File: src/rtl/txq_pkg.sv
package txq_pkg;

    localparam int unsigned TXQ_DEPTH = 32;
    localparam int unsigned TXQ_AW    = $clog2(TXQ_DEPTH);
    localparam int unsigned TXQ_CW    = TXQ_AW + 1;

    typedef enum logic [1:0] {
        SRC_NONE,
        SRC_CPU_BYTE,
        SRC_CPU_WORD,
        SRC_DMA
    } src_e;

    typedef struct packed {
        logic [1:0] n;
        logic [7:0] b0;
        logic [7:0] b1;
    } push_t;

    function automatic logic [1:0] word_take(
        input logic [TXQ_CW-1:0] lvl,
        input logic [TXQ_AW-1:0] hi
    );
        if (lvl >= TXQ_CW'(TXQ_DEPTH))
            return 2'd0;
        else if (lvl == TXQ_CW'(TXQ_DEPTH - 1))
            return 2'd1;
        else if (hi == TXQ_AW'(TXQ_DEPTH - 1) && lvl == TXQ_CW'(TXQ_DEPTH - 2))
            return 2'd1;
        else
            return 2'd2;
    endfunction

endpackage

File: src/rtl/txq_push_sel.sv
module txq_push_sel
    import txq_pkg::*;
(
    input  logic              cpu_wr,
    input  logic              cpu_wide,
    input  logic [15:0]       cpu_data,
    input  logic              dma_wr,
    input  logic [7:0]        dma_data,
    input  logic [TXQ_CW-1:0] level,
    input  logic [TXQ_AW-1:0] hi_mark,
    output push_t             push
);

    src_e src;
    logic has_room;

    always_comb begin
        if (cpu_wr)
            src = cpu_wide ? SRC_CPU_WORD : SRC_CPU_BYTE;
        else if (dma_wr)
            src = SRC_DMA;
        else
            src = SRC_NONE;
    end

    assign has_room = level < TXQ_CW'(TXQ_DEPTH);

    always_comb begin
        push = '0;
        unique case (src)
            SRC_CPU_BYTE: begin
                push.n  = has_room ? 2'd1 : 2'd0;
                push.b0 = cpu_data[7:0];
            end
            SRC_CPU_WORD: begin
                push.n  = word_take(level, hi_mark);
                push.b0 = cpu_data[7:0];
                push.b1 = cpu_data[15:8];
            end
            SRC_DMA: begin
                push.n  = has_room ? 2'd1 : 2'd0;
                push.b0 = dma_data;
            end
            default: push = '0;
        endcase
    end

endmodule

File: src/rtl/txq_store.sv
module txq_store
    import txq_pkg::*;
(
    input  logic              clk,
    input  logic              rst,
    input  push_t             push,
    input  logic              pop,
    output logic [TXQ_CW-1:0] level,
    output logic [TXQ_CW-1:0] level_next,
    output logic [7:0]        ser_data
);

    logic [7:0]        mem [TXQ_DEPTH];
    logic [TXQ_AW-1:0] wp, rp;
    logic              pop_ok;
    logic [TXQ_AW-1:0] wp_1;

    assign pop_ok     = pop && (level != '0);
    assign wp_1       = wp + TXQ_AW'(1);
    assign level_next = level + TXQ_CW'(push.n) - TXQ_CW'(pop_ok);

    always_ff @(posedge clk) begin
        if (push.n != 2'd0)
            mem[wp] <= push.b0;
        if (push.n == 2'd2)
            mem[wp_1] <= push.b1;
    end

    always_ff @(posedge clk) begin
        if (rst) begin
            wp       <= '0;
            rp       <= '0;
            level    <= '0;
            ser_data <= '0;
        end else begin
            wp    <= wp + TXQ_AW'(push.n);
            level <= level_next;
            if (pop_ok) begin
                ser_data <= mem[rp];
                rp       <= rp + TXQ_AW'(1);
            end
        end
    end

    AST_LEVEL_BOUND: assert property (@(posedge clk) disable iff (rst)
        level <= TXQ_CW'(TXQ_DEPTH)) else $error("level above depth");

    AST_FULL_HOLDS: assert property (@(posedge clk) disable iff (rst)
        (level == TXQ_CW'(TXQ_DEPTH) && !pop) |=> (level == TXQ_CW'(TXQ_DEPTH)))
        else $error("full queue changed without pop");

    AST_EMPTY_POP_HOLD: assert property (@(posedge clk) disable iff (rst)
        (pop && level == '0 && push.n == 2'd0) |=> (level == '0 && $stable(ser_data)))
        else $error("empty pop disturbed state");

    AST_PAIR_KEEPS_LEVEL: assert property (@(posedge clk) disable iff (rst)
        (push.n == 2'd1 && pop && level != '0) |=> $stable(level))
        else $error("push with pop moved level");

endmodule

File: src/rtl/txq_ready_track.sv
module txq_ready_track
    import txq_pkg::*;
(
    input  logic              clk,
    input  logic              rst,
    input  logic              tx_en,
    input  logic [TXQ_AW-1:0] lo_mark,
    input  logic [TXQ_AW-1:0] hi_mark,
    input  logic [TXQ_CW-1:0] level,
    input  logic [TXQ_CW-1:0] level_next,
    output logic              ready
);

    logic rdy_q;
    logic at_low, over_high;

    assign at_low    = level_next <= {1'b0, lo_mark};
    assign over_high = level_next >  {1'b0, hi_mark};

    always_ff @(posedge clk) begin
        if (rst || !tx_en)
            rdy_q <= 1'b0;
        else if (at_low)
            rdy_q <= 1'b1;
        else if (over_high)
            rdy_q <= 1'b0;
    end

    assign ready = rdy_q & tx_en;

    AST_READY_SETS: assert property (@(posedge clk) disable iff (rst)
        (!$past(rst) && $past(tx_en) && level <= {1'b0, $past(lo_mark)}) |-> rdy_q)
        else $error("flag not set at low level");

    AST_READY_CLEARS: assert property (@(posedge clk) disable iff (rst)
        (!$past(rst) && $past(tx_en) && level > {1'b0, $past(lo_mark)}
         && level > {1'b0, $past(hi_mark)}) |-> !rdy_q)
        else $error("flag not cleared above high mark");

    AST_DISABLE_CLEARS: assert property (@(posedge clk) disable iff (rst)
        !$past(tx_en) |-> !rdy_q)
        else $error("state kept across disable");

endmodule

File: src/rtl/txq_ready_fifo.sv
module txq_ready_fifo
    import txq_pkg::*;
(
    input  logic              clk,
    input  logic              rst,
    input  logic              tx_en,
    input  logic [TXQ_AW-1:0] lo_mark,
    input  logic [TXQ_AW-1:0] hi_mark,
    input  logic              irq_en,
    input  logic              cpu_wr,
    input  logic              cpu_wide,
    input  logic [15:0]       cpu_data,
    input  logic              dma_wr,
    input  logic [7:0]        dma_data,
    input  logic              ser_pop,
    output logic [7:0]        ser_data,
    output logic [TXQ_CW-1:0] level,
    output logic              tx_ready,
    output logic              dma_req,
    output logic              irq
);

    push_t             push;
    logic [TXQ_CW-1:0] level_next;

    txq_push_sel u_sel (
        .cpu_wr   (cpu_wr),
        .cpu_wide (cpu_wide),
        .cpu_data (cpu_data),
        .dma_wr   (dma_wr),
        .dma_data (dma_data),
        .level    (level),
        .hi_mark  (hi_mark),
        .push     (push)
    );

    txq_store u_store (
        .clk        (clk),
        .rst        (rst),
        .push       (push),
        .pop        (ser_pop),
        .level      (level),
        .level_next (level_next),
        .ser_data   (ser_data)
    );

    txq_ready_track u_track (
        .clk        (clk),
        .rst        (rst),
        .tx_en      (tx_en),
        .lo_mark    (lo_mark),
        .hi_mark    (hi_mark),
        .level      (level),
        .level_next (level_next),
        .ready      (tx_ready)
    );

    assign dma_req = tx_ready;
    assign irq     = tx_ready & irq_en;

    AST_CLIP_KEEPS_READY: assert property (@(posedge clk) disable iff (rst)
        (tx_ready && cpu_wr && cpu_wide && !ser_pop && hi_mark == TXQ_AW'(TXQ_DEPTH - 1)
         && level == TXQ_CW'(TXQ_DEPTH - 2)) |=> (tx_ready && level == TXQ_CW'(TXQ_DEPTH - 1)))
        else $error("clipped word dropped flag");

endmodule

File: config.mk
export PLATFORM = sky130hd
export DESIGN_NAME = txq_ready_fifo
export DESIGN_NICKNAME = d
export VERILOG_FILES = /design/src/rtl/txq_pkg.sv /design/src/rtl/txq_push_sel.sv /design/src/rtl/txq_store.sv /design/src/rtl/txq_ready_track.sv /design/src/rtl/txq_ready_fifo.sv
export SDC_FILE = /design/constraint.sdc
export NUM_CORES = 1
export LEC_CHECK = 0
export BUFFER_PORTS_ARGS = -buffer_cell sky130_fd_sc_hd__buf_2
export CAP_MARGIN = 20
export CORE_MARGIN = 5
export CORE_UTILIZATION = 30
export CTS_CLUSTER_DIAMETER = 40
export DETAILED_ROUTE_END_ITERATION = 12
export GPL_TIMING_DRIVEN = 0
export PLACE_DENSITY_LB_ADDON = 0.25
export SLEW_MARGIN = 20
export SYNTH_ARGS = -nofsm -noshare
export SYNTH_HDL_FRONTEND = slang
export SYNTH_SLANG_ARGS = --single-unit
export TNS_END_PERCENT = 30
File: constraint.sdc
create_clock -name clk -period 4.9 [get_ports clk]
set_input_delay 1.225 -clock clk [delete_from_list [all_inputs] [get_ports clk]]
set_output_delay 1.225 -clock clk [all_outputs]
set_load 0.005 [all_outputs]
==> impl_metrics.tcl <==
set metrics [dict create \
    clockRootBuffer "clkbuf_16" \
    cts_setup_buffers 0 \
    instances_no_fill 2049 \
    cts.clk_slew.worst_paths_ns 0.05 \
    async_flop_share_pct 0 \
    fin_crit_ns 4.11 \
    numCtsBuffers 52 \
    grt_pass1_vias 11000 \
    portBuffers 58 \
    syn-num-nets 1290 \
    n_fill_cell 4940 \
    area_delta_synth_final_pct 19.1 \
    final.period_utilization_pct 83.9 \
    die_w_um 235 \
    max-vdd-ir-drop_uv 390 \
    cts_tree "done" \
    cp-endpoint "u_track.rdy_q" \
    cts-resized-gates 0 \
    clock_latency_ns 0.60 \
    ioPinCount 59 \
    worst-setup-path-type "in2reg" \
    end_kind "register" \
    dieArea_um2 55300 \
    grt_max_degree 15 \
    grt_overflow_total 0 \
    hold_path.class "reg2reg" \
    cts_hold_buf 0 \
    drive_gt1_share_pct 20.7 \
    total_power_mw 8.87 \
    initial_utilization_pct 30.3 \
    synth_ff_type "edfxtp_1" \
    worstPathRequired_ns 5.43 \
    post-route-util_pct 36.1 \
    grt_first_pass_wirelength_um 75300 \
    ys_seq_area_share_pct 53.8 \
    ys_warn_count 0 \
    tightestPinTransition_ns 1.10 \
    max-cap-violations 0 \
    arrival_ns 4.64 \
    diodes 0 \
    yosysUniqueCellTypes 65 \
    dp.cells 1952 \
    wl_um 52000 \
    synthCells 1221 \
    cts_max_path_buffers 3 \
    fmax_mhz 243 \
    setup_viol 0 \
    hpwl_um 37000 \
    globalplace.congestion 0.892 \
    synth_edf_count 256 \
    synthDominantAreaCellType "edfxtp_1" \
    drc 0 \
    slew_headroom_pct 26.4 \
    gr-usage-all-layers_pct 18.3 \
    final.setup_skew_ns 0.0286 \
    htreeDepth 2 \
    synth_top_area_share_pct 50.5 \
    power_density_nw_per_um2 489 \
    drt_iter0_drc 1220 \
    critPathLaunchType "input pin" \
    core-area_um2 50200 \
    rows 82 \
    fin_tns_setup_ns 0 \
    p_leak_nw 6.55 \
    rrSetupSlack_ns 0.91 \
    die_h_um 235 \
    route.vias.total 10900 \
    reg2reg_to "u_track.rdy_q" \
    antenna_found_initial 2 \
    cts_sinks 281 \
    startpoint "hi_mark[2]" \
    status "complete, no violations" \
    hold_viol_final 0 \
    first_pass_iters 6 \
    synth_seq_cells 281 \
    routedWlPerCell_um 25.4 \
    avgSynthCellArea_um2 12.5 \
    syn_area_um2 15200 \
    r2r_cells 16 \
    worst-path-max-fanout 10 \
    ys_top_cells_by_area "edfxtp_1 (51%), mux2i_1 (8.4%), mux4_2 (6.1%)" \
    viasPerCell 5.34 \
    maxSlewViolCount 0 \
    r2r_start "u_store.level[5]" \
    fin_nets 1403 \
    drtAntennaViolNets 0 \
    rsz0062_at_grt "false" \
]
## worst max-delay path: stages
cell,delay (ns)
buf_2,0.09
and3_4,0.19
a31oi_4,0.11
nor2_2,0.32
buf_6,0.26
nor2_1,0.07
nor3_1,0.32
ha_1,0.27
fa_1,0.51
ha_1,0.33
nor2b_1,0.13
o21ai_0,0.16
nand2b_1,0.08
a211oi_1,0.34
o311a_1,0.22
## power breakdown
| part | internal, mW | switching (mW) |
|---|---|---|
| Combinational | 0.914 | 1.44 |
| Clock | 2.29 | 1.33 |
| Sequential | 2.81 | 0.0892 |
| Total | 6.01 | 2.86 |
## cell families (layout without fill, tap and decap cells)
logic type               after synthesis  in the layout  synth area share (%)
AND/OR/NAND/NOR                      300            300                  11.2
adder cells (fa/ha/maj)               27             27                  2.32
AO/OA/AOI/OAI                        287            287                  11.6
XOR/XNOR                              10             10                 0.576
flip-flops                           281            281                  53.8
buffers and inverters                139            295                  4.61
multiplexers                         177            177                  15.9
## stage by stage
step,area [um2],worst slack [ns],hold slack [ns]
after detailed placement,16400,0.181,0.462
after floorplan,15200,0.778,0.475
after global routing,18100,0.538,0.509
after global placement,16300,0.0565,0.479
final,18100,0.787,0.475
after CTS,18100,0.801,0.473
## worst min-delay path by stage
stage	end	depth (start not counted)	startpoint
after floorplan	u_store.ser_data[0]	1	u_store.ser_data[0]
after global placement	u_store.ser_data[3]	1	u_store.ser_data[3]
after detailed placement	u_store.ser_data[3]	1	u_store.ser_data[3]
after CTS	u_store.ser_data[3]	1	u_store.ser_data[3]
after global routing	u_store.ser_data[6]	1	u_store.ser_data[6]
final	u_store.ser_data[3]	1	u_store.ser_data[3]
## state kept, by name (all words and copies together), names as in the netlist
signal            flops
u_store.level         6
u_store.mem         256
u_store.rp            5
u_store.ser_data      8
u_store.wp            5
u_track.rdy_q         1
## layer usage
layer | global-route usage (%) | part of all wire, % | wire length [um] | vias to the layer above
met5 | 0 | 0.025 | 13 | -
met1 | 24.7 | 42 | 22000 | 5493
li1 | - | - | - | 4854
met3 | 4.32 | 8.7 | 4520 | 84
met2 | 29.4 | 46 | 23900 | 505
met4 | 5.38 | 2.9 | 1510 | 2
## layout by cell type (no fill, tap or decap), types with 6 or more instances in the layout
cell type | synthesis | layout
nor4_4 | 8 | 8
nand2_1 | 19 | 19
buf_6 | 7 | 8
mux4_2 | 41 | 41
edfxtp_1 | 256 | 256
a21oi_1 | 179 | 179
clkinv_2 | 0 | 8
clkbuf_16 | 0 | 52
buf_2 | 14 | 72
nor2_8 | 7 | 7
nand2_2 | 6 | 6
clkinvlp_4 | 0 | 6
clkbuf_1 | 66 | 69
o22ai_1 | 17 | 17
nor2b_1 | 14 | 14
nand3_1 | 8 | 8
inv_1 | 23 | 23
dfxtp_1 | 25 | 25
nand2b_1 | 7 | 7
ha_1 | 25 | 25
mux4_1 | 8 | 8
mux2i_1 | 128 | 128
nor3_4 | 9 | 9
xor2_1 | 7 | 7
a22o_1 | 22 | 22
clkinv_1 | 0 | 7
a22oi_1 | 16 | 16
o21bai_1 | 8 | 8
o221ai_1 | 8 | 8
nor2_1 | 190 | 190
buf_4 | 25 | 25
o21ai_1 | 1 | 7
inv_6 | 0 | 6
bufinv_16 | 0 | 6
## cell usage after synthesis (all sizes together), types with 3 or more instances
cell type  number
dfxtp          25
o22ai          17
nor2b          14
a22oi          16
nor2          198
mux2i         128
or3             4
and2            3
ha             25
buf            49
a21o            3
nor4            8
xor2            7
mux4           49
a2111oi         7
o21bai          8
nor3           18
a21oi         180
nand3           9
edfxtp        256
clkbuf         66
o21a            3
inv            24
nand2b          7
nand4           3
o221ai          8
a22o           22
nand2          25
o21ai          12
xnor2           3
a211oi          4
## final cells by class
type	instances	area, um2	area share [%]
flip-flops and latches	281	8190	45.2
clock inverters	41	437	2.41
plain buffers	115	612	3.38
repair buffers	59	302	1.66
clock buffers	56	1330	7.32
inverters	24	90.1	0.497
well taps	672	841	4.64
multi-input cells	801	6320	34.9
(Power assumes the default switching activity.)
